[src/rtl/refresh_rotator_pkg.sv]
package refresh_rotator_pkg;

  // Command that occupies the shared bus in a cycle
  typedef enum logic [1:0] {
    CMD_IDLE    = 2'd0,
    CMD_REFRESH = 2'd1,
    CMD_READ    = 2'd2,
    CMD_WRITE   = 2'd3
  } bus_cmd_e;

  // Index width that never collapses to zero
  function automatic int unsigned idx_width(input int unsigned n);
    return (n > 1) ? $clog2(n) : 1;
  endfunction

endpackage

[src/rtl/rr_interval_timer.sv]
module rr_interval_timer
  import refresh_rotator_pkg::*;
#(
  parameter int unsigned INTERVAL   = 195,
  parameter int unsigned PEND_LIMIT = 10,
  localparam int unsigned TMR_W  = idx_width(INTERVAL + 1),
  localparam int unsigned PEND_W = idx_width(PEND_LIMIT)
) (
  input  logic              clk,
  input  logic              rst_n,
  input  logic              run_i,
  input  logic              take_i,
  output logic [PEND_W-1:0] pend_o,
  output logic              ovf_o
);

  logic [TMR_W-1:0]  tmr_q, tmr_d;
  logic [PEND_W-1:0] pend_q, pend_d;
  logic              ovf_q, ovf_d;
  logic              expire;

  always_comb begin
    expire = run_i && (tmr_q == TMR_W'(1));
    tmr_d  = tmr_q;
    pend_d = pend_q;
    ovf_d  = ovf_q;
    if (run_i) begin
      if (expire) tmr_d = TMR_W'(INTERVAL);
      else        tmr_d = tmr_q - TMR_W'(1);
      if (expire && !take_i) begin
        if (pend_q == PEND_W'(PEND_LIMIT - 1)) ovf_d  = 1'b1;
        else                                   pend_d = pend_q + PEND_W'(1);
      end else if (!expire && take_i) begin
        pend_d = pend_q - PEND_W'(1);
      end
    end
  end

  always_ff @(posedge clk or negedge rst_n) begin
    if (!rst_n) begin
      tmr_q  <= TMR_W'(1);
      pend_q <= '0;
      ovf_q  <= 1'b0;
    end else begin
      tmr_q  <= tmr_d;
      pend_q <= pend_d;
      ovf_q  <= ovf_d;
    end
  end

  assign pend_o = pend_q;
  assign ovf_o  = ovf_q;

endmodule

[src/rtl/rr_bank_busy.sv]
module rr_bank_busy
  import refresh_rotator_pkg::*;
#(
  parameter int unsigned NUM_BANKS   = 8,
  parameter int unsigned BUSY_CYCLES = 11,
  localparam int unsigned BANK_W = idx_width(NUM_BANKS),
  localparam int unsigned CNT_W  = idx_width(BUSY_CYCLES)
) (
  input  logic                 clk,
  input  logic                 rst_n,
  input  logic                 set_i,
  input  logic [BANK_W-1:0]    set_bank_i,
  output logic [NUM_BANKS-1:0] free_o
);

  for (genvar g = 0; g < NUM_BANKS; g++) begin : g_bank
    logic [CNT_W-1:0] cnt_q, cnt_d;
    logic             hit;

    assign hit = set_i && (set_bank_i == BANK_W'(g));

    always_comb begin
      cnt_d = cnt_q;
      if (hit)                cnt_d = CNT_W'(BUSY_CYCLES - 1);
      else if (cnt_q != '0)   cnt_d = cnt_q - CNT_W'(1);
    end

    always_ff @(posedge clk or negedge rst_n) begin
      if (!rst_n) cnt_q <= '0;
      else        cnt_q <= cnt_d;
    end

    assign free_o[g] = (cnt_q == '0);
  end

endmodule

[src/rtl/rr_bus_tracker.sv]
module rr_bus_tracker
  import refresh_rotator_pkg::*;
#(
  parameter int unsigned NUM_RANKS   = 2,
  parameter int unsigned BUS_BUSY    = 2,
  parameter int unsigned RD_TO_WR    = 2,
  parameter int unsigned RANK_SWITCH = 1,
  localparam int unsigned RANK_W = idx_width(NUM_RANKS),
  localparam int unsigned CNT_W  = idx_width(BUS_BUSY + RD_TO_WR + RANK_SWITCH + 1)
) (
  input  logic                 clk,
  input  logic                 rst_n,
  input  bus_cmd_e             cmd_i,
  input  logic [RANK_W-1:0]    rank_i,
  output logic                 bus_free_o,
  output logic                 wr_ok_o,
  output logic [NUM_RANKS-1:0] rd_ok_o
);

  localparam logic [CNT_W-1:0] LD_PLAIN = CNT_W'(BUS_BUSY - 1);
  localparam logic [CNT_W-1:0] LD_WTURN = CNT_W'(BUS_BUSY + RD_TO_WR - 1);
  localparam logic [CNT_W-1:0] LD_RSW   = CNT_W'(BUS_BUSY + RANK_SWITCH - 1);

  logic [CNT_W-1:0]  base_q, base_d, wturn_q, wturn_d, rsw_q, rsw_d;
  logic [RANK_W-1:0] last_q, last_d;

  always_comb begin
    base_d  = (base_q  != '0) ? base_q  - CNT_W'(1) : base_q;
    wturn_d = (wturn_q != '0) ? wturn_q - CNT_W'(1) : wturn_q;
    rsw_d   = (rsw_q   != '0) ? rsw_q   - CNT_W'(1) : rsw_q;
    last_d  = last_q;
    unique case (cmd_i)
      CMD_REFRESH: begin
        base_d  = LD_PLAIN;
        wturn_d = LD_PLAIN;
        rsw_d   = LD_PLAIN;
      end
      CMD_READ: begin
        base_d  = LD_PLAIN;
        wturn_d = LD_WTURN;
        rsw_d   = LD_RSW;
        last_d  = rank_i;
      end
      CMD_WRITE: begin
        base_d  = LD_PLAIN;
        wturn_d = LD_PLAIN;
        rsw_d   = LD_PLAIN;
        last_d  = rank_i;
      end
      default: ;
    endcase
  end

  always_ff @(posedge clk or negedge rst_n) begin
    if (!rst_n) begin
      base_q  <= '0;
      wturn_q <= '0;
      rsw_q   <= '0;
      last_q  <= '0;
    end else begin
      base_q  <= base_d;
      wturn_q <= wturn_d;
      rsw_q   <= rsw_d;
      last_q  <= last_d;
    end
  end

  assign bus_free_o = (base_q == '0);
  assign wr_ok_o    = (wturn_q == '0);

  for (genvar r = 0; r < NUM_RANKS; r++) begin : g_rd
    assign rd_ok_o[r] = (last_q == RANK_W'(r)) || (rsw_q == '0);
  end

endmodule

[src/rtl/rr_act_window.sv]
module rr_act_window
  import refresh_rotator_pkg::*;
#(
  parameter int unsigned NUM_RANKS  = 2,
  parameter int unsigned ACT_WINDOW = 16,
  parameter int unsigned ACT_LIMIT  = 4,
  localparam int unsigned RANK_W = idx_width(NUM_RANKS),
  localparam int unsigned SH_W   = (ACT_WINDOW > 1) ? ACT_WINDOW - 1 : 1
) (
  input  logic                 clk,
  input  logic                 rst_n,
  input  logic                 mark_i,
  input  logic [RANK_W-1:0]    mark_rank_i,
  output logic [NUM_RANKS-1:0] open_o
);

  for (genvar g = 0; g < NUM_RANKS; g++) begin : g_rank
    logic [SH_W-1:0] sh_q, sh_d;
    int unsigned     ones;

    always_comb begin
      sh_d = sh_q >> 1;
      if (mark_i && (mark_rank_i == RANK_W'(g))) sh_d[SH_W-1] = 1'b1;
    end

    always_comb begin
      ones = 0;
      for (int i = 0; i < SH_W; i++) begin
        if (sh_q[i]) ones = ones + 1;
      end
    end

    always_ff @(posedge clk or negedge rst_n) begin
      if (!rst_n) sh_q <= '0;
      else        sh_q <= sh_d;
    end

    assign open_o[g] = (ones < ACT_LIMIT);
  end

endmodule

[src/rtl/refresh_rotator.sv]
module refresh_rotator
  import refresh_rotator_pkg::*;
#(
  parameter int unsigned NUM_RANKS      = 2,
  parameter int unsigned BANKS_PER_RANK = 4,
  parameter int unsigned REFRESH_PERIOD = 1560,
  parameter int unsigned BANK_BUSY      = 11,
  parameter int unsigned BUS_BUSY       = 2,
  parameter int unsigned RD_TO_WR       = 2,
  parameter int unsigned RANK_SWITCH    = 1,
  parameter int unsigned ACT_WINDOW     = 16,
  parameter int unsigned ACT_LIMIT      = 4,
  parameter int unsigned PEND_LIMIT     = 10,
  localparam int unsigned NUM_BANKS = NUM_RANKS * BANKS_PER_RANK,
  localparam int unsigned BANK_W    = idx_width(NUM_BANKS),
  localparam int unsigned RANK_W    = idx_width(NUM_RANKS),
  localparam int unsigned PEND_W    = idx_width(PEND_LIMIT)
) (
  input  logic                 clk,
  input  logic                 rst_n,
  input  logic                 ref_enable,
  input  logic                 acc_valid,
  input  logic [BANK_W-1:0]    acc_bank,
  input  logic                 acc_read,
  output logic                 ref_fire,
  output logic [BANK_W-1:0]    ref_bank,
  output logic [PEND_W-1:0]    ref_pending,
  output logic                 ref_overflow,
  output logic [NUM_BANKS-1:0] bank_free,
  output logic                 bus_free,
  output logic                 wr_ok,
  output logic [NUM_RANKS-1:0] rd_ok,
  output logic [NUM_RANKS-1:0] act_ok
);

  localparam int unsigned INTERVAL = (REFRESH_PERIOD / NUM_BANKS > 0) ? REFRESH_PERIOD / NUM_BANKS : 1;

  logic [BANK_W-1:0] ptr_q, ptr_d;
  logic [RANK_W-1:0] ptr_rank, acc_rank, mark_rank;
  logic              acc_take, busy_set;
  logic [BANK_W-1:0] busy_bank;
  bus_cmd_e          cmd;

  assign ptr_rank = RANK_W'(32'(ptr_q) / BANKS_PER_RANK);
  assign acc_rank = RANK_W'(32'(acc_bank) / BANKS_PER_RANK);

  // Refresh is weighed first; a coincident access report is dropped
  assign ref_fire = ref_enable && (ref_pending != '0) && bank_free[ptr_q]
                  && bus_free && act_ok[ptr_rank];
  assign acc_take = acc_valid && !ref_fire;

  always_comb begin
    if (ref_fire)      cmd = CMD_REFRESH;
    else if (acc_take) cmd = acc_read ? CMD_READ : CMD_WRITE;
    else               cmd = CMD_IDLE;
  end

  assign busy_set  = ref_fire || acc_take;
  assign busy_bank = ref_fire ? ptr_q : acc_bank;
  assign mark_rank = ref_fire ? ptr_rank : acc_rank;

  always_comb begin
    ptr_d = ptr_q;
    if (ref_fire) begin
      if (ptr_q == BANK_W'(NUM_BANKS - 1)) ptr_d = '0;
      else                                 ptr_d = ptr_q + BANK_W'(1);
    end
  end

  always_ff @(posedge clk or negedge rst_n) begin
    if (!rst_n) ptr_q <= '0;
    else        ptr_q <= ptr_d;
  end

  assign ref_bank = ptr_q;

  rr_interval_timer #(
    .INTERVAL  (INTERVAL),
    .PEND_LIMIT(PEND_LIMIT)
  ) u_timer (
    .clk   (clk),
    .rst_n (rst_n),
    .run_i (ref_enable),
    .take_i(ref_fire),
    .pend_o(ref_pending),
    .ovf_o (ref_overflow)
  );

  rr_bank_busy #(
    .NUM_BANKS  (NUM_BANKS),
    .BUSY_CYCLES(BANK_BUSY)
  ) u_banks (
    .clk       (clk),
    .rst_n     (rst_n),
    .set_i     (busy_set),
    .set_bank_i(busy_bank),
    .free_o    (bank_free)
  );

  rr_bus_tracker #(
    .NUM_RANKS  (NUM_RANKS),
    .BUS_BUSY   (BUS_BUSY),
    .RD_TO_WR   (RD_TO_WR),
    .RANK_SWITCH(RANK_SWITCH)
  ) u_bus (
    .clk       (clk),
    .rst_n     (rst_n),
    .cmd_i     (cmd),
    .rank_i    (acc_rank),
    .bus_free_o(bus_free),
    .wr_ok_o   (wr_ok),
    .rd_ok_o   (rd_ok)
  );

  rr_act_window #(
    .NUM_RANKS (NUM_RANKS),
    .ACT_WINDOW(ACT_WINDOW),
    .ACT_LIMIT (ACT_LIMIT)
  ) u_window (
    .clk        (clk),
    .rst_n      (rst_n),
    .mark_i     (busy_set),
    .mark_rank_i(mark_rank),
    .open_o     (act_ok)
  );

endmodule

[config.mk]
export PLATFORM = sky130hd
export DESIGN_NAME = refresh_rotator
export DESIGN_NICKNAME = d
export VERILOG_FILES = /design/src/rtl/refresh_rotator_pkg.sv /design/src/rtl/rr_interval_timer.sv /design/src/rtl/rr_bank_busy.sv /design/src/rtl/rr_bus_tracker.sv /design/src/rtl/rr_act_window.sv /design/src/rtl/refresh_rotator.sv
export SDC_FILE = /design/constraint.sdc
export NUM_CORES = 1
export LEC_CHECK = 0
export ABC_AREA = 0
export BUFFER_PORTS_ARGS = -buffer_cell sky130_fd_sc_hd__buf_2
export CORE_AREA = 2 2 164 86
export CTS_BUF_LIST = sky130_fd_sc_hd__clkbuf_2 sky130_fd_sc_hd__clkbuf_4 sky130_fd_sc_hd__clkbuf_8
export CTS_CLUSTER_SIZE = 16
export DETAILED_ROUTE_END_ITERATION = 12
export DIE_AREA = 0 0 166 88
export GPL_ROUTABILITY_DRIVEN = 1
export PLACE_DENSITY = 0.72
export SETUP_SLACK_MARGIN = 0.15
export SLEW_MARGIN = 25
export SYNTH_ARGS = -nofsm -noshare
export SYNTH_HDL_FRONTEND = slang
export SYNTH_HIERARCHICAL = 1
export SYNTH_SLANG_ARGS = --single-unit
[constraint.sdc]
create_clock -name clk -period 14.76 [get_ports clk]
set_input_delay 3.69 -clock clk [delete_from_list [all_inputs] [get_ports clk]]
set_output_delay 3.69 -clock clk [all_outputs]
set_load 0.005 [all_outputs]
## Yosys cells after proc, flatten, opt, wreduce, memory -nomap -nowiden

Cells that the tools add are included.

- Add/subtract/negate cells: 43
- Magnitude comparators: 4
- Equal/unequal tests: 14
- Mux-type cells: 68
- Bitwise gates (word level): 2
- Reductions and logical operators: 64

Operator list:

| kind | count |
|---|---|
| $mux 32 | 28 |
| $add 32x1->32 const B | 26 |
| $mux 4 | 19 |
| $lt 32x3->1 const B | 2 |
| $reduce_bool 4->1 | 9 |
| $sub 4x1->4 const B | 9 |
| $logic_not 4->1 | 8 |
| $reduce_bool 2->1 | 10 |
| $logic_and 1x1->1 | 18 |
| $mux 3 | 6 |
| $eq 3x3->1 const B | 5 |
| $reduce_bool 3->1 | 5 |
| $logic_not 3->1 | 4 |
| $pmux 3 s2 | 2 |
| $mux 1 | 9 |
| $sub 3x1->3 const B | 3 |
| $eq 8x1->1 const B | 1 |
| $mux 8 | 1 |
| $sub 8x1->8 const B | 1 |
| $eq 3x2->1 const B | 2 |
| $reduce_and 3->1 | 2 |
| $add 1x1->2 const B | 2 |
| $add 4x1->4 const B | 1 |
| $eq 2x2->1 const B | 2 |
| other kinds (14) | 20 |

- Bits in registers: 88
- Input port bits: 8
- Output and inout bits: 23
- Logic and storage cells: 213

## Depth between registers and ports, before layout

Gate-level depths: netlist of run 1.

- Depth after elaboration: 40
- Depth in mapped cells: 51
- Depth with buffers taken out: 50

## By module

Netlist of run 1, hierarchy kept.

Modules (own cells, without submodules):

| module | times used | cells an instance | area an instance (um^2) | seq. area each (um^2) |
|---|---|---|---|---|
| rr_act_window | 1 | 442 | 3,881.2 | 750.7 |
| rr_bank_busy | 1 | 171 | 1,691.6 | 800.8 |
| rr_interval_timer | 1 | 69 | 742.0 | 326.6 |
| rr_bus_tracker | 1 | 53 | 568.0 | 250.2 |
| refresh_rotator | 1 | 30 | 337.8 | 75.1 |

## Least setup slack after synthesis of run 1

No wires, ideal clock.

- Path type: register to output
- From: register u_window.g_rank[1].sh_q[1]
- To: output port ref_fire
- Arrival: 8.574 ns
- Required time: 11.070 ns
- Path slack: 2.496 ns
- Stages on the path, launching flop included: 44
- Buffers on the path: 1
- Path through: dfrtp_1 > inv_1 > ha_1 > buf_2 > nand2b_1 > mux2i_1 > a31o_2 > ha_1 > a32oi_1 > and2_0 > inv_1 > ha_1 > nand2b_1 > and2_1 > ha_1 > nand2b_1 > nand2_1 > a21oi_1 > [8 not listed] > ha_1 > a21oi_1 > o31ai_1 > ha_1 > mux2_2 > ha_1 > mux2_2 > ha_1 > nand2_1 > o21ai_0 > ha_1 > nand2_1 > o22ai_1 > a222oi_1 > nand4_1 > nor3_1 > o211ai_2 > a2111oi_4

- Word-level cells in the longest chain between the ends: 31

Ends and longest elaborated chain:

| element | line | RTL |
|---|---|---|
| from (decl) | rr_act_window.sv:18 | `logic [SH_W-1:0] sh_q, sh_d;` |
| from (signal assigned) | rr_act_window.sv:34 | `if (!rst_n) sh_q <= '0;` |
| from (signal assigned) | rr_act_window.sv:35 | `else sh_q <= sh_d;` |
| $mux 32 (*) | rr_act_window.sv:29 | `if (sh_q[i]) ones = ones + 1;` |
| $add 32x1->32 | rr_act_window.sv:29 |  |
| $mux 32 (*) | rr_act_window.sv:29 |  |
| $add 32x1->32 | rr_act_window.sv:29 |  |
| $mux 32 (*) | rr_act_window.sv:29 |  |
| $add 32x1->32 | rr_act_window.sv:29 |  |
| $mux 32 (*) | rr_act_window.sv:29 |  |
| $add 32x1->32 | rr_act_window.sv:29 |  |
| [15 not listed] | -- |  |
| $add 32x1->32 | rr_act_window.sv:29 |  |
| $mux 32 (*) | rr_act_window.sv:29 |  |
| $add 32x1->32 | rr_act_window.sv:29 |  |
| $mux 32 (*) | rr_act_window.sv:29 |  |
| $lt 32x3->1 (*) | rr_act_window.sv:38 | `assign open_o[g] = (ones < ACT_LIMIT);` |
| net act_ok[1] | refresh_rotator.sv:33 | `output logic [NUM_RANKS-1:0] act_ok` |
| $mux 1 (implied by the code) (*) (2 in series) | refresh_rotator.sv:49 | `&& bus_free && act_ok[ptr_rank];` |
| $logic_and 1x1->1 (*) | refresh_rotator.sv:49 |  |
| to (decl) | refresh_rotator.sv:25 | `output logic ref_fire,` |

The timed path passes the listed nets; every way through them passes the cells marked *. The select of a mux whose other input is x is not followed.

## Worst setup path in the final report of run 1

- From: register u_window.g_rank[1].sh_q[0]
- To: output port ref_fire

- Word-level cells in the longest chain between the ends: 33

Ends and longest elaborated chain:

| element | line |
|---|---|
| $mux 1 (*) | rr_act_window.sv:29 |
| $add 1x1->2 | rr_act_window.sv:29 |
| $mux 32 (*) | rr_act_window.sv:29 |
| $add 32x1->32 | rr_act_window.sv:29 |
| $mux 32 (*) | rr_act_window.sv:29 |
| $add 32x1->32 | rr_act_window.sv:29 |
| $mux 32 (*) | rr_act_window.sv:29 |
| $add 32x1->32 | rr_act_window.sv:29 |
| [16 not listed] | -- |
| $mux 32 (*) | rr_act_window.sv:29 |
| $add 32x1->32 | rr_act_window.sv:29 |
| $mux 32 (*) | rr_act_window.sv:29 |
| $add 32x1->32 | rr_act_window.sv:29 |
| $mux 32 (*) | rr_act_window.sv:29 |
| $lt 32x3->1 (*) | rr_act_window.sv:38 |
| $mux 1 (implied by the code) (*) (2 in series) | refresh_rotator.sv:49 |
| $logic_and 1x1->1 (*) | refresh_rotator.sv:49 |

Mark *: on every way between the ends. The rest lies on a longest branch, timed or not. The select of a mux whose other input is x is not followed.

==> load_flow_metrics.sql, run 1 <==
INSERT INTO impl_metrics (metric_group, metric, value, unit) VALUES
('synth', 'synth-compound-area-share', '13.9', '%'),
('critical_path', 'worstPathRequired', '11070', 'ps'),
('placed_design', 'cell_area_placed', '0.00746', 'mm²'),
('critical_path', 'crit_fanout', '9', ''),
('final_layout', 'stdcell_count', '965', ''),
('critical_path', 'critical_path_arrival', '9990', 'ps'),
('sta', 'number_of_max_slew_violations_in_the_final_report', '0', ''),
('worst_hold_path', 'min-delay-path-class', 'reg2reg', ''),
('synth', 'synth.yosys.warnings', '6', ''),
('placed_design', 'post_placement_setup_slack', '1660', 'ps'),
('pwr', 'ir_worst_vdd', '0.0700', 'mV'),
('sta', 'period_minus_slack', '13680', 'ps'),
('drt', 'wire_per_inst', '16.2', 'µm'),
('critical_path', 'worst_path_largest_cell_delay', '480', 'ps'),
('run_status', 'status', 'complete, no violations', ''),
('drt', 'detailroute.via_count', '5734', ''),
('sta', 'max_clock_freq', '73.1', 'MHz'),
('clocking', 'post_cts.repair.setup_buffers', '0', ''),
('synth', 'synth_top_family_by_area', 'simple AND/OR/NAND/NOR gates', ''),
('grt', 'grt_pass1_wl', '26.5', 'mm'),
('clocking', 'cts_root_buf', 'clkbuf_8', ''),
('clocking', 'clock_transition_at_the_register_clock_pins_on_the_worst_setup_and_hold_paths_after_cts', '90', 'ps'),
('critical_path', 'setup.worst_path.end_class', 'primary output', ''),
('critical_path', 'crit_path_top_delay_cell', 'a2111oi_4', ''),
('sta', 'finalSetupViolCount', '0', ''),
('grt', 'grt_overflow_total', '0', ''),
('synth', 'synthXorXnorAreaFrac', '13.8', '%'),
('synth', 'synth_enable_flop_cells', '0', ''),
('sta', 'hold_viol_final', '0', ''),
('drt', 'drt_iter0_markers', '492', ''),
('synth', 'syn_inst', '765', ''),
('worst_hold_path', 'timing.hold.worst_path_depth', '0', ''),
('floorplan', 'die-area', '0.0146', 'mm²'),
('drt', 'route.antenna.remaining_nets', '0', ''),
('synth', 'post_synth.cell_area_avg', '9.44', 'µm²'),
('clocking', 'number_of_sinks_on_the_clock_net', '88', ''),
('final_layout', 'final_nets', '841', ''),
('synth', 'dominantRegCellSynth', 'dfrtp_1', ''),
('placed_design', 'io_buffers', '30', ''),
('grt', 'first_global_vias', '5546', ''),
('clocking', 'cts_tree', 'yes', ''),
('final_layout', 'fin_area', '0.00767', 'mm²'),
('grt', 'antenna_found_initial', '0', ''),
('synth', 'yosysUniqueCellTypes', '99', ''),
('placed_design', 'detailedPlacementHpwl', '12.0', 'mm'),
('clocking', 'htree_depth', '3', ''),
('final_layout', 'fillerInstances', '1109', ''),
('clocking', 'worstSkewPairLatency', '380', 'ps'),
('critical_path', 'ff2ff_setup_slack', '3790', 'ps'),
('clocking', 'post_cts_gate_resize_count', '0', ''),
('sta', 'grt_setup_unrepaired', 'false', ''),
('sta', 'final_critical_path_setup_slack', '1080', 'ps'),
('sta', 'slew_headroom', '33.8', '%'),
('sta', 'timing.clock.skew', '14.4', 'ps'),
('final_layout', 'antenna-diode-count', '0', ''),
('floorplan', 'initial_utilization', '54.8', '%'),
('floorplan', 'boundaryPins', '31', ''),
('grt', 'grt_max_degree', '61', ''),
('drt', 'drtPass1Iterations', '5', ''),
('sta', 'fin_setup_tns', '0', 'ps'),
('synth', 'synth.cell_area', '0.00722', 'mm²'),
('placed_design', 'routability_cong', '0.902', ''),
('critical_path', 'critical_path_class', 'reg2out', ''),
('synth', 'async_flop_share', '100', '%'),
('critical_path', 'register_to_register_path_depth', '47', ''),
('critical_path', 'startpoint_type_of_the_worst_setup_path', 'flip-flop', ''),
('grt', 'globalRouteTotalUtil', '22.1', '%'),
('synth', 'synth_mux_area_share', '4.89', '%'),
('floorplan', 'floorplan.rows', '30', ''),
('placed_design', 'place_inst', '949', ''),
('synth', 'synth-simple-area-share', '23.6', '%');
-- kinds of logic after synthesis --
family                   after synthesis
AO/OA/AOI/OAI                        131
XOR/XNOR                              83
adder cells (fa/ha/maj)               49
buffers and inverters                 74
flip-flops                            88
multiplexers                          33
AND/OR/NAND/NOR                      307
-- metal layers --
layer / track usage, % / share of wire [%]
met4: 3.87 / 0.59
met5: 0 / 0
met3: 4.88 / 5.1
met2: 36.1 / 44
met1: 31.1 / 50
-- stage by stage --
| stage | utilization (%) | total power [µW] |
|---|---|---|
| 3_3_place_gp | 56.6 | 1010 |
| 4_1_cts | 58.2 | 1240 |
| 6_report | 58.2 | 1240 |
| 3_5_place_dp | 56.6 | 1050 |
| 5_1_grt | 58.2 | 1340 |
| 2_1_floorplan | - | 895 |
-- registers in the layout, indices dropped and copies added (netlist names) --
signal                cells
ref_bank                  3
u_banks/g_bank.cnt_q     32
u_bus/base_q              3
u_bus/last_q              1
u_bus/rsw_q               3
u_bus/wturn_q             3
u_timer/ovf_o             1
u_timer/pend_o            4
u_timer/tmr_q             8
u_window/g_rank.sh_q     30
-- power breakdown --
part	internal [µW]	leakage, µW	total (µW)	switching (µW)
sequential	314	0.00109	392	77.1
combinational	314	0.00225	664	351
clock	85.5	0.000103	181	95.6
total	714	0.00345	1240	523
-- cell usage in the layout, fill, tap and decap left out, types with 4 or more instances in the layout --
cell       n
clkbuf_8  10
o21ai_0   15
nor3b_2    8
nor3_1    20
nand3b_1  11
a31o_2     5
a211o_1   10
nand3_1   17
mux2i_1   15
mux2_1     4
a31oi_1    4
or2_2      4
or4_1      5
o211ai_1  11
a21o_1     4
o31ai_1    5
dfrtp_1   87
o22ai_1    5
and3_1     5
a21oi_1   28
and2_1    11
mux2_2    14
xor2_1    18
buf_2     29
nand4_1   16
or3_1     11
and3b_1    4
nor2_1    58
xnor3_1    6
nand2_1   79
ha_1      48
xnor2_1   45
nor3b_1    5
nand2b_1  19
nor2b_1    7
inv_1     49
-- cell type report --
type / instances / area (µm²) / share of cell area, %
Timing Repair Buffer: 32 / 168 / 2.19
Inverter: 50 / 188 / 2.45
Clock inverter: 6 / 76.3 / 0.995
Tap cell: 176 / 220 / 2.87
Clock buffer: 10 / 138 / 1.79
Multi-Input combinational cell: 603 / 4680 / 61.0
Sequential cell: 88 / 2200 / 28.7
-- cells in the mapped netlist (all sizes together), types with 17 or more instances --
cell type,number,share of area [%]
inv,50,2.6
dfrtp,87,30
nand2,80,4.2
ha,48,8.3
nand2b,20,1.8
a21oi,28,1.9
buf,17,1.7
nor2,59,3.1
mux2,18,2.8
xor2,21,3.0
o21ai,19,1.5
nor3,20,1.4
nand3,17,1.2
xnor2,51,7.3
-- critical path, delay by kind of cell (launching register included) --
| kind | cells | cell delay, ps |
|---|---|---|
| adder cells (fa/ha/maj) | 10 | 3280 |
| AND/OR/NAND/NOR | 13 | 2120 |
| AO/OA/AOI/OAI | 13 | 2640 |
| buffers and inverters | 4 | 480 |
| flip-flops | 1 | 400 |
| multiplexers | 3 | 720 |
-- final timing paths --
check | start | endpoint
setup / recovery | u_window/g_rank[1].sh_q[0]$_DFF_PN0_ | ref_fire
hold reg to reg | u_window/g_rank[1].sh_q[14]$_DFF_PN0_ | u_window/g_rank[1].sh_q[13]$_DFF_PN0_
max in group asynchronous | rst_n | u_bus/rsw_q[2]$_DFFE_PN0P_
hold / removal | u_window/g_rank[1].sh_q[14]$_DFF_PN0_ | u_window/g_rank[1].sh_q[13]$_DFF_PN0_
min in group asynchronous | rst_n | u_banks/g_bank[6].cnt_q[2]$_DFFE_PN0P_
setup reg to reg | u_window/g_rank[1].sh_q[0]$_DFF_PN0_ | u_banks/g_bank[0].cnt_q[0]$_DFFE_PN0P_
(Power assumes the default switching activity.)
==> run 2: changes to the inputs <==
Settings changed: ABC_AREA 0 to 1, CORE_AREA 2 2 164 86 to 2 2 169 88, DIE_AREA 0 0 166 88 to 0 0 171 90, SETUP_SLACK_MARGIN 0.15 to unset.
==> load_flow_metrics.sql, run 2 <==
INSERT INTO impl_metrics (metric_group, metric, value, unit) VALUES
('sta', 'slew_headroom', '50.8', '%'),
('synth', 'synth.cells.most_frequent', 'nand2_1 (351), inv_1 (211), nand3_1 (123), dfrtp_1 (87), nor2_1 (83)', ''),
('clocking', 'cts_tree', 'yes', ''),
('clocking', 'post_cts_gate_resize_count', '0', ''),
('critical_path', 'startpoint_type_of_the_worst_setup_path', 'flip-flop', ''),
('grt', 'first_global_vias', '6112', ''),
('drt', 'detailroute.via_count', '6759', ''),
('synth', 'yosysUniqueCellTypes', '42', ''),
('drt', 'met2_length', '5.56', 'mm'),
('synth', 'synth.top_cells.by_area', 'dfrtp_1 (29%), nand2_1 (17%), inv_1 (10%)', ''),
('clocking', 'worstSkewPairLatency', '360', 'ps'),
('critical_path', 'crit_fanout', '10', ''),
('grt', 'grt_pass1_wl', '27.7', 'mm'),
('pwr', 'internal_power', '606', 'µW'),
('floorplan', 'die_h', '90', 'µm'),
('drt', 'highest-signal-layer', 'met4', ''),
('pwr', 'pwr-share-comb', '47.9', '%'),
('final_layout', 'fillerInstances', '1318', ''),
('final_layout', 'largest_register_ffs', '32', ''),
('placed_design', 'routability_cong', '0.842', ''),
('worst_hold_path', 'min-delay-path-class', 'reg2reg', ''),
('final_layout', 'stdcell_count', '1398', ''),
('grt', 'grt_max_degree', '61', ''),
('placed_design', 'place_inst', '1382', ''),
('placed_design', 'post_placement_setup_slack', '3240', 'ps'),
('sta', 'max_clock_freq', '83.4', 'MHz'),
('drt', 'drc', '0', ''),
('floorplan', 'die_width', '171', 'µm'),
('sta', 'tightest_slew', '737', 'ps'),
('drt', 'vias_per_cell', '4.83', ''),
('synth', 'yosysTopAreaCellShare', '28.6', '%'),
('grt', 'antenna_found_initial', '0', ''),
('floorplan', 'boundaryPins', '31', ''),
('worst_hold_path', 'hold_path_end', 'u_window/g_rank[0].sh_q[13]$_DFF_PN0_', ''),
('final_layout', 'layout.cells.most_common', 'nand2_1', ''),
('critical_path', 'critPathLaunch', 'u_window/g_rank[0].sh_q[1]$_DFF_PN0_', ''),
('synth', 'syn_inst', '1155', ''),
('synth', 'synth_enable_flop_cells', '0', ''),
('final_layout', 'ff_latch_area', '0.00220', 'mm²'),
('synth', 'synth.yosys.warnings', '6', ''),
('final_layout', 'multi_input_area', '0.00451', 'mm²'),
('synth', 'async_flop_share', '100', '%'),
('job', 'max_cap_violations', '0', ''),
('critical_path', 'worstPathRequired', '11070', 'ps'),
('sta', 'hold_viol_final', '0', ''),
('run_status', 'status', 'complete, no violations', ''),
('critical_path', 'critical-path-top-cell-by-count', 'nand2_1', ''),
('grt', 'grt_overflow_total', '0', ''),
('critical_path', 'worst_path_largest_cell_delay', '400', 'ps'),
('synth', 'dominantRegCellSynth', 'dfrtp_1', ''),
('final_layout', 'largest_registers', 'u_banks/g_bank.cnt_q: 32 flops, u_window/g_rank.sh_q: 30 flops, u_timer/tmr_q: 8 flops', ''),
('critical_path', 'r2r-start', 'u_window/g_rank[0].sh_q[1]$_DFF_PN0_', ''),
('final_layout', 'most-common-layout-cells', 'nand2_1 (351), inv_1 (211), nand3_1 (123)', ''),
('floorplan', 'initial_utilization', '54.3', '%'),
('critical_path', 'critical_path_class', 'reg2out', ''),
('drt', 'wire_per_inst', '10.9', 'µm'),
('drt', 'detailroute.wirelength.met3', '646', 'µm'),
('final_layout', 'antenna-diode-count', '0', ''),
('critical_path', 'timing.rr.end', 'u_timer/pend_o[3]$_DFFE_PN0P_', ''),
('clocking', 'number_of_cts_inserted_buffers', '9', ''),
('synth', 'synth_most_common_cell', 'nand2_1', ''),
('floorplan', 'core', '0.0140', 'mm²'),
('sta', 'finalSetupViolCount', '0', ''),
('critical_path', 'crit_path_top_delay_cell', 'dfrtp_1', ''),
('sta', 'number_of_max_slew_violations_in_the_final_report', '0', ''),
('placed_design', 'io_buffers', '30', ''),
('critical_path', 'setup.worst_path.end_class', 'primary output', ''),
('sta', 'final_critical_path_setup_slack', '2780', 'ps'),
('final_layout', 'flow.area_growth_from_synthesis', '8.01', '%'),
('pwr', 'p_switching', '480', 'µW'),
('synth', 'mappedNetlistNets', '1212', ''),
('synth', 'postSynthRegisterBits', '88', ''),
('synth', 'yosysSeqAreaShare', '28.9', '%'),
('pwr', 'powerDensity', '132', 'mW/mm²'),
('floorplan', 'floorplan.rows', '31', ''),
('worst_hold_path', 'timing.hold.worst_path_depth', '0', ''),
('clocking', 'cts.path.max_buffers', '2', ''),
('drt', 'detail_route.wirelength', '15.3', 'mm'),
('floorplan', 'die-area', '0.0154', 'mm²'),
('drt', 'drt_iter0_markers', '470', ''),
('sta', 'fin_setup_tns', '0', 'ps'),
('clocking', 'cts_hold_buf', '0', ''),
('critical_path', 'register_to_register_path_depth', '60', ''),
('clocking', 'htree_depth', '3', ''),
('critical_path', 'ff2ff_setup_slack', '5670', 'ps'),
('sta', 'period_minus_slack', '11980', 'ps'),
('synth', 'synth.cell_area', '0.00762', 'mm²'),
('pwr', 'p_leak', '0.00487', 'µW'),
('final_layout', 'share_of_layout_cells_above_drive_strength_1', '18.1', '%'),
('clocking', 'clock_transition_at_the_register_clock_pins_on_the_worst_setup_and_hold_paths_after_cts', '90', 'ps'),
('grt', 'globalRouteTotalUtil', '21.4', '%'),
('pwr', 'power.sequential.fraction', '35.0', '%'),
('pwr', 'part_of_the_power_in_the_clock_network', '17.1', '%'),
('synth', 'post_synth.cell_area_avg', '6.60', 'µm²'),
('drt', 'route.antenna.remaining_nets', '0', ''),
('final_layout', 'registers.top_by_ff_count', 'u_banks/g_bank.cnt_q', ''),
('pwr', 'ir_worst_vdd', '0.0877', 'mV'),
('drt', 'drtPass1Iterations', '5', ''),
('clocking', 'number_of_sinks_on_the_clock_net', '88', ''),
('final_layout', 'final_nets', '1252', ''),
('worst_hold_path', 'worst_hold_startpoint', 'u_window/g_rank[0].sh_q[14]$_DFF_PN0_', ''),
('sta', 'layout_worst_path_cycle_share', '81.2', '%'),
('drt', 'wl_met1', '8.94', 'mm'),
('clocking', 'cts_root_buf', 'clkbuf_8', ''),
('pwr', 'switching_share', '44.2', '%'),
('sta', 'grt_setup_unrepaired', 'false', ''),
('synth', 'synth.largest_area_cell', 'dfrtp_1', ''),
('critical_path', 'critical_path_arrival', '8290', 'ps'),
('clocking', 'post_cts.repair.setup_buffers', '0', ''),
('sta', 'holdWs', '384', 'ps'),
('placed_design', 'detailedPlacementHpwl', '12.4', 'mm'),
('sta', 'timing.clock.skew', '15.7', 'ps');
==> run 2: cell types whose count changed in the layout (fill, tap and decap cells not counted), moves of 17 or more <==
| cell | change |
|---|---|
| nand3_1 | +106 |
| inv_2 | +21 |
| nor2_1 | +25 |
| nand2b_1 | -19 |
| xnor2_1 | -43 |
| nand2_2 | +71 |
| nor3_1 | -17 |
| nand2_1 | +272 |
| a21oi_1 | -19 |
| inv_1 | +162 |
| nand3_2 | +35 |
==> run 2: kinds of logic after synthesis <==
kind of cell | count (synthesis) | share of synthesized area (%)
buffers and inverters | 239 | 11.9
AND/OR/NAND/NOR | 724 | 46.5
flip-flops | 88 | 28.9
XOR/XNOR | 8 | 0.919
AO/OA/AOI/OAI | 47 | 3.63
adder cells (fa/ha/maj) | 49 | 8.14
==> run 2: worst max path at each step <==
stage / end / cells after the start
5_1_grt: ref_fire / 52
2_1_floorplan: ref_fire / 51
6_report: ref_fire / 50
4_1_cts: ref_fire / 50
3_5_place_dp: ref_fire / 50
3_3_place_gp: ref_fire / 50
==> run 2: per-stage QoR <==
step                      area [µm²]  util (%)  power (µW)
after CTS                       8240      58.7        1090
after global placement          8010      57.1         887
final                           8240      58.7        1090
after floorplan                 7620         -         778
after detailed placement        8010      57.1         903
after global routing            8240      58.7        1210
==> run 2: worst max-delay path: cells and delay by family, from the launching register on <==
kind            cells  cell delay, ps
compound gates      3             480
fa+ha+maj          11            3330
buf+inv             6             420
flops               1             400
simple gates       30            3290
==> run 2: power groups by stage <==
stage	Sequential, µW	Combinational (µW)	Clock, µW
floorplan	368	410	0
CTS	379	522	193
global placement	383	504	0
finish	380	521	186
global route	392	615	201
detailed placement	383	520	0
==> run 2: final cells by class <==
class | count | area share, %
Timing Repair Buffer | 31 | 1.94
Tap cell | 198 | 3.01
Clock inverter | 6 | 1.09
Sequential cell | 88 | 26.8
Clock buffer | 10 | 1.60
Inverter | 237 | 10.8
Multi-Input combinational cell | 828 | 54.8
==> run 2: metal layers <==
metal | track usage (%) | vias to the layer above
met3 | 3.13 | 11
met4 | 4.87 | 0
met1 | 34.9 | 2968
met2 | 29.0 | 131
met5 | 0 | -
li1 | - | 3649
==> run 3: changes to the inputs <==
Settings changed: PLACE_DENSITY 0.72 to 0.75.
Clock period 14.76 ns to 10.5 ns, I/O delays scaled along.
==> load_flow_metrics.sql, run 3 (synthesis results as in run 2) <==
INSERT INTO impl_metrics (metric_group, metric, value, unit) VALUES
('drt', 'drc', '0', ''),
('critical_path', 'kind_of_cell_adding_the_most_delay_to_the_critical_path', 'adder cells', ''),
('critical_path', 'startpoint_type_of_the_worst_setup_path', 'flip-flop', ''),
('drt', 'detail_route.wirelength', '16.1', 'mm'),
('final_layout', 'fillerInstances', '1289', ''),
('clocking', 'number_of_cts_inserted_buffers', '9', ''),
('sta', 'final_critical_path_setup_slack', '463', 'ps'),
('critical_path', 'critical_path_arrival', '7410', 'ps'),
('floorplan', 'boundaryPins', '31', ''),
('final_layout', 'largest_registers', 'u_banks/g_bank.cnt_q: 32 flops, u_window/g_rank.sh_q: 30 flops, u_timer/tmr_q: 8 flops', ''),
('run_status', 'status', 'complete, no violations', ''),
('clocking', 'cts_root_buf', 'clkbuf_8', ''),
('final_layout', 'fin_area', '0.00853', 'mm²'),
('final_layout', 'share_of_layout_cells_above_drive_strength_1', '23.0', '%'),
('floorplan', 'die_h', '90', 'µm'),
('final_layout', 'most-common-layout-cells', 'nand2_1 (335), inv_1 (203), nand3_1 (118)', ''),
('worst_hold_path', 'min-delay-path-class', 'reg2reg', ''),
('sta', 'number_of_max_slew_violations_in_the_final_report', '0', ''),
('sta', 'timing.clock.skew', '15.8', 'ps'),
('final_layout', 'stdcell_count', '1412', ''),
('pwr', 'switching_share', '44.2', '%'),
('final_layout', 'final_nets', '1266', ''),
('grt', 'first_global_vias', '6309', ''),
('placed_design', 'cell_area_placed', '0.00802', 'mm²'),
('grt', 'grt_pass1_wl', '28.1', 'mm'),
('sta', 'holdWs', '366', 'ps'),
('grt', 'antenna_found_initial', '1', ''),
('drt', 'drtPass1Iterations', '6', ''),
('sta', 'finalSetupViolCount', '0', ''),
('clocking', 'htree_depth', '3', ''),
('critical_path', 'ff2ff_setup_slack', '2130', 'ps'),
('grt', 'grt_max_degree', '58', ''),
('placed_design', 'place_inst', '1383', ''),
('critical_path', 'count_of_buffering_cells_on_the_critical_path_with_inverters_included', '6', ''),
('pwr', 'power.sequential.fraction', '34.1', '%'),
('critical_path', 'crit_path_top_delay_cell', 'dfrtp_1', ''),
('drt', 'drt_iter0_markers', '354', ''),
('final_layout', 'antenna-diode-count', '0', ''),
('placed_design', 'detailedPlacementHpwl', '12.4', 'mm'),
('job', 'max_cap_violations', '0', ''),
('placed_design', 'routability_cong', '0.878', ''),
('pwr', 'powerDensity', '184', 'mW/mm²'),
('drt', 'vias_per_cell', '4.87', ''),
('sta', 'hold_viol_final', '0', ''),
('grt', 'grt_overflow_total', '0', ''),
('critical_path', 'critical-path-top-cell-by-count', 'nand2_1', ''),
('critical_path', 'crit_fanout', '4', ''),
('sta', 'slew_headroom', '53.0', '%'),
('pwr', 'part_of_the_power_in_the_clock_network', '15.8', '%'),
('placed_design', 'io_buffers', '30', ''),
('drt', 'route.antenna.remaining_nets', '0', ''),
('final_layout', 'largest_register_ffs', '32', ''),
('pwr', 'p_switching', '694', 'µW'),
('pwr', 'internal_power', '875', 'µW'),
('sta', 'max_clock_freq', '99.6', 'MHz'),
('sta', 'tightest_slew', '705', 'ps'),
('critical_path', 'setup.worst_path.end_class', 'primary output', ''),
('final_layout', 'flow.area_growth_from_synthesis', '11.9', '%'),
('final_layout', 'layout.cells.most_common', 'nand2_1', ''),
('critical_path', 'critical_path_class', 'reg2out', ''),
('floorplan', 'initial_utilization', '54.3', '%'),
('clocking', 'cts.path.max_buffers', '2', ''),
('placed_design', 'post_placement_setup_slack', '258', 'ps'),
('sta', 'layout_worst_path_cycle_share', '95.6', '%'),
('critical_path', 'worstPathRequired', '7880', 'ps'),
('drt', 'wire_per_inst', '11.4', 'µm'),
('clocking', 'worstSkewPairLatency', '380', 'ps'),
('clocking', 'number_of_sinks_on_the_clock_net', '88', ''),
('floorplan', 'floorplan.rows', '31', ''),
('clocking', 'clock_transition_at_the_register_clock_pins_on_the_worst_setup_and_hold_paths_after_cts', '90', 'ps'),
('pwr', 'total_power', '1570', 'µW'),
('floorplan', 'die-area', '0.0154', 'mm²'),
('floorplan', 'core', '0.0140', 'mm²'),
('clocking', 'cts_hold_buf', '0', ''),
('drt', 'detailroute.via_count', '6872', ''),
('floorplan', 'die_width', '171', 'µm'),
('sta', 'period_minus_slack', '10040', 'ps'),
('clocking', 'cts_tree', 'yes', ''),
('pwr', 'pwr-share-comb', '50.1', '%'),
('final_layout', 'registers.top_by_ff_count', 'u_banks/g_bank.cnt_q', ''),
('critical_path', 'worst_path_largest_cell_delay', '410', 'ps'),
('grt', 'globalRouteTotalUtil', '21.9', '%'),
('pwr', 'p_leak', '0.00495', 'µW'),
('pwr', 'ir_worst_vdd', '0.128', 'mV');
## run 3: cell count changes in the layout (fill, tap and decap cells not counted), sizes merged
cell	previous run	this run
clkinvlp	1	0
bufinv	2	1
clkbuf	10	12
buf	31	45
inv	236	234
clkinv	4	6
## run 3: path summary, 6_finish.rpt
kind                                                        from                                     end  depth (start not counted)
max reg2reg                 u_window/g_rank[0].sh_q[0]$_DFF_PN0_           u_timer/pend_o[3]$_DFFE_PN0P_                         61
max                         u_window/g_rank[0].sh_q[0]$_DFF_PN0_                                ref_fire                         50
min reg2reg                u_window/g_rank[0].sh_q[14]$_DFF_PN0_   u_window/g_rank[0].sh_q[13]$_DFF_PN0_                          0
max in group asynchronous                                  rst_n    u_window/g_rank[0].sh_q[5]$_DFF_PN0_                          2
min in group asynchronous                                  rst_n  u_banks/g_bank[7].cnt_q[2]$_DFFE_PN0P_                          1
min                        u_window/g_rank[0].sh_q[14]$_DFF_PN0_   u_window/g_rank[0].sh_q[13]$_DFF_PN0_                          0
## run 3: worst reg2reg max path, delay by kind of cell (launching register included)
kind	cells	cell delay (ps)
AND/OR/NAND/NOR	38	3560
buffers and inverters	8	640
adder cells (fa/ha/maj)	12	3290
flip-flops	1	410
AO/OA/AOI/OAI	3	360
## run 3: area by class of cell
class	instances	area [µm²]	share of cell area, %
clock buffers	12	159	1.86
clock inverters	4	52.6	0.616
inverters	237	892	10.5
multi-input cells	828	4710	55.2
flip-flops and latches	88	2200	25.8
well taps	198	248	2.90
repair buffers	45	265	3.11
## run 3: timing repair
| item | in CTS | in global routing |
|---|---|---|
| pin swaps | 1 | 26 |
| gates resized for setup | 5 | 51 |
| buffers inserted | 5 | 8 |
| setup endpoints to repair | 1 | 3 |
## run 3: power by group through the flow
stage	sequential (µW)	clock, µW	combinational, µW
finish	536	247	786
global route	552	269	917
CTS	533	256	742
detailed placement	539	0	725
global placement	538	0	704
floorplan	517	0	577
## run 3: metal layers
layer	part of all wire [%]	global-route usage (%)	up-vias	wire length (µm)
met2	39	31.0	144	6230
met1	56	34.5	3044	8990
met4	0.70	3.32	2	113
met3	4.5	4.58	16	727
li1	-	-	3666	-
met5	0.081	0	-	13
## run 3: stage by stage
step	utilization, %	setup TNS (ps)
final	60.8	0
after global routing	60.8	-49.3
after CTS	58.9	0
after detailed placement	57.1	0
after global placement	57.1	0
after floorplan	-	0
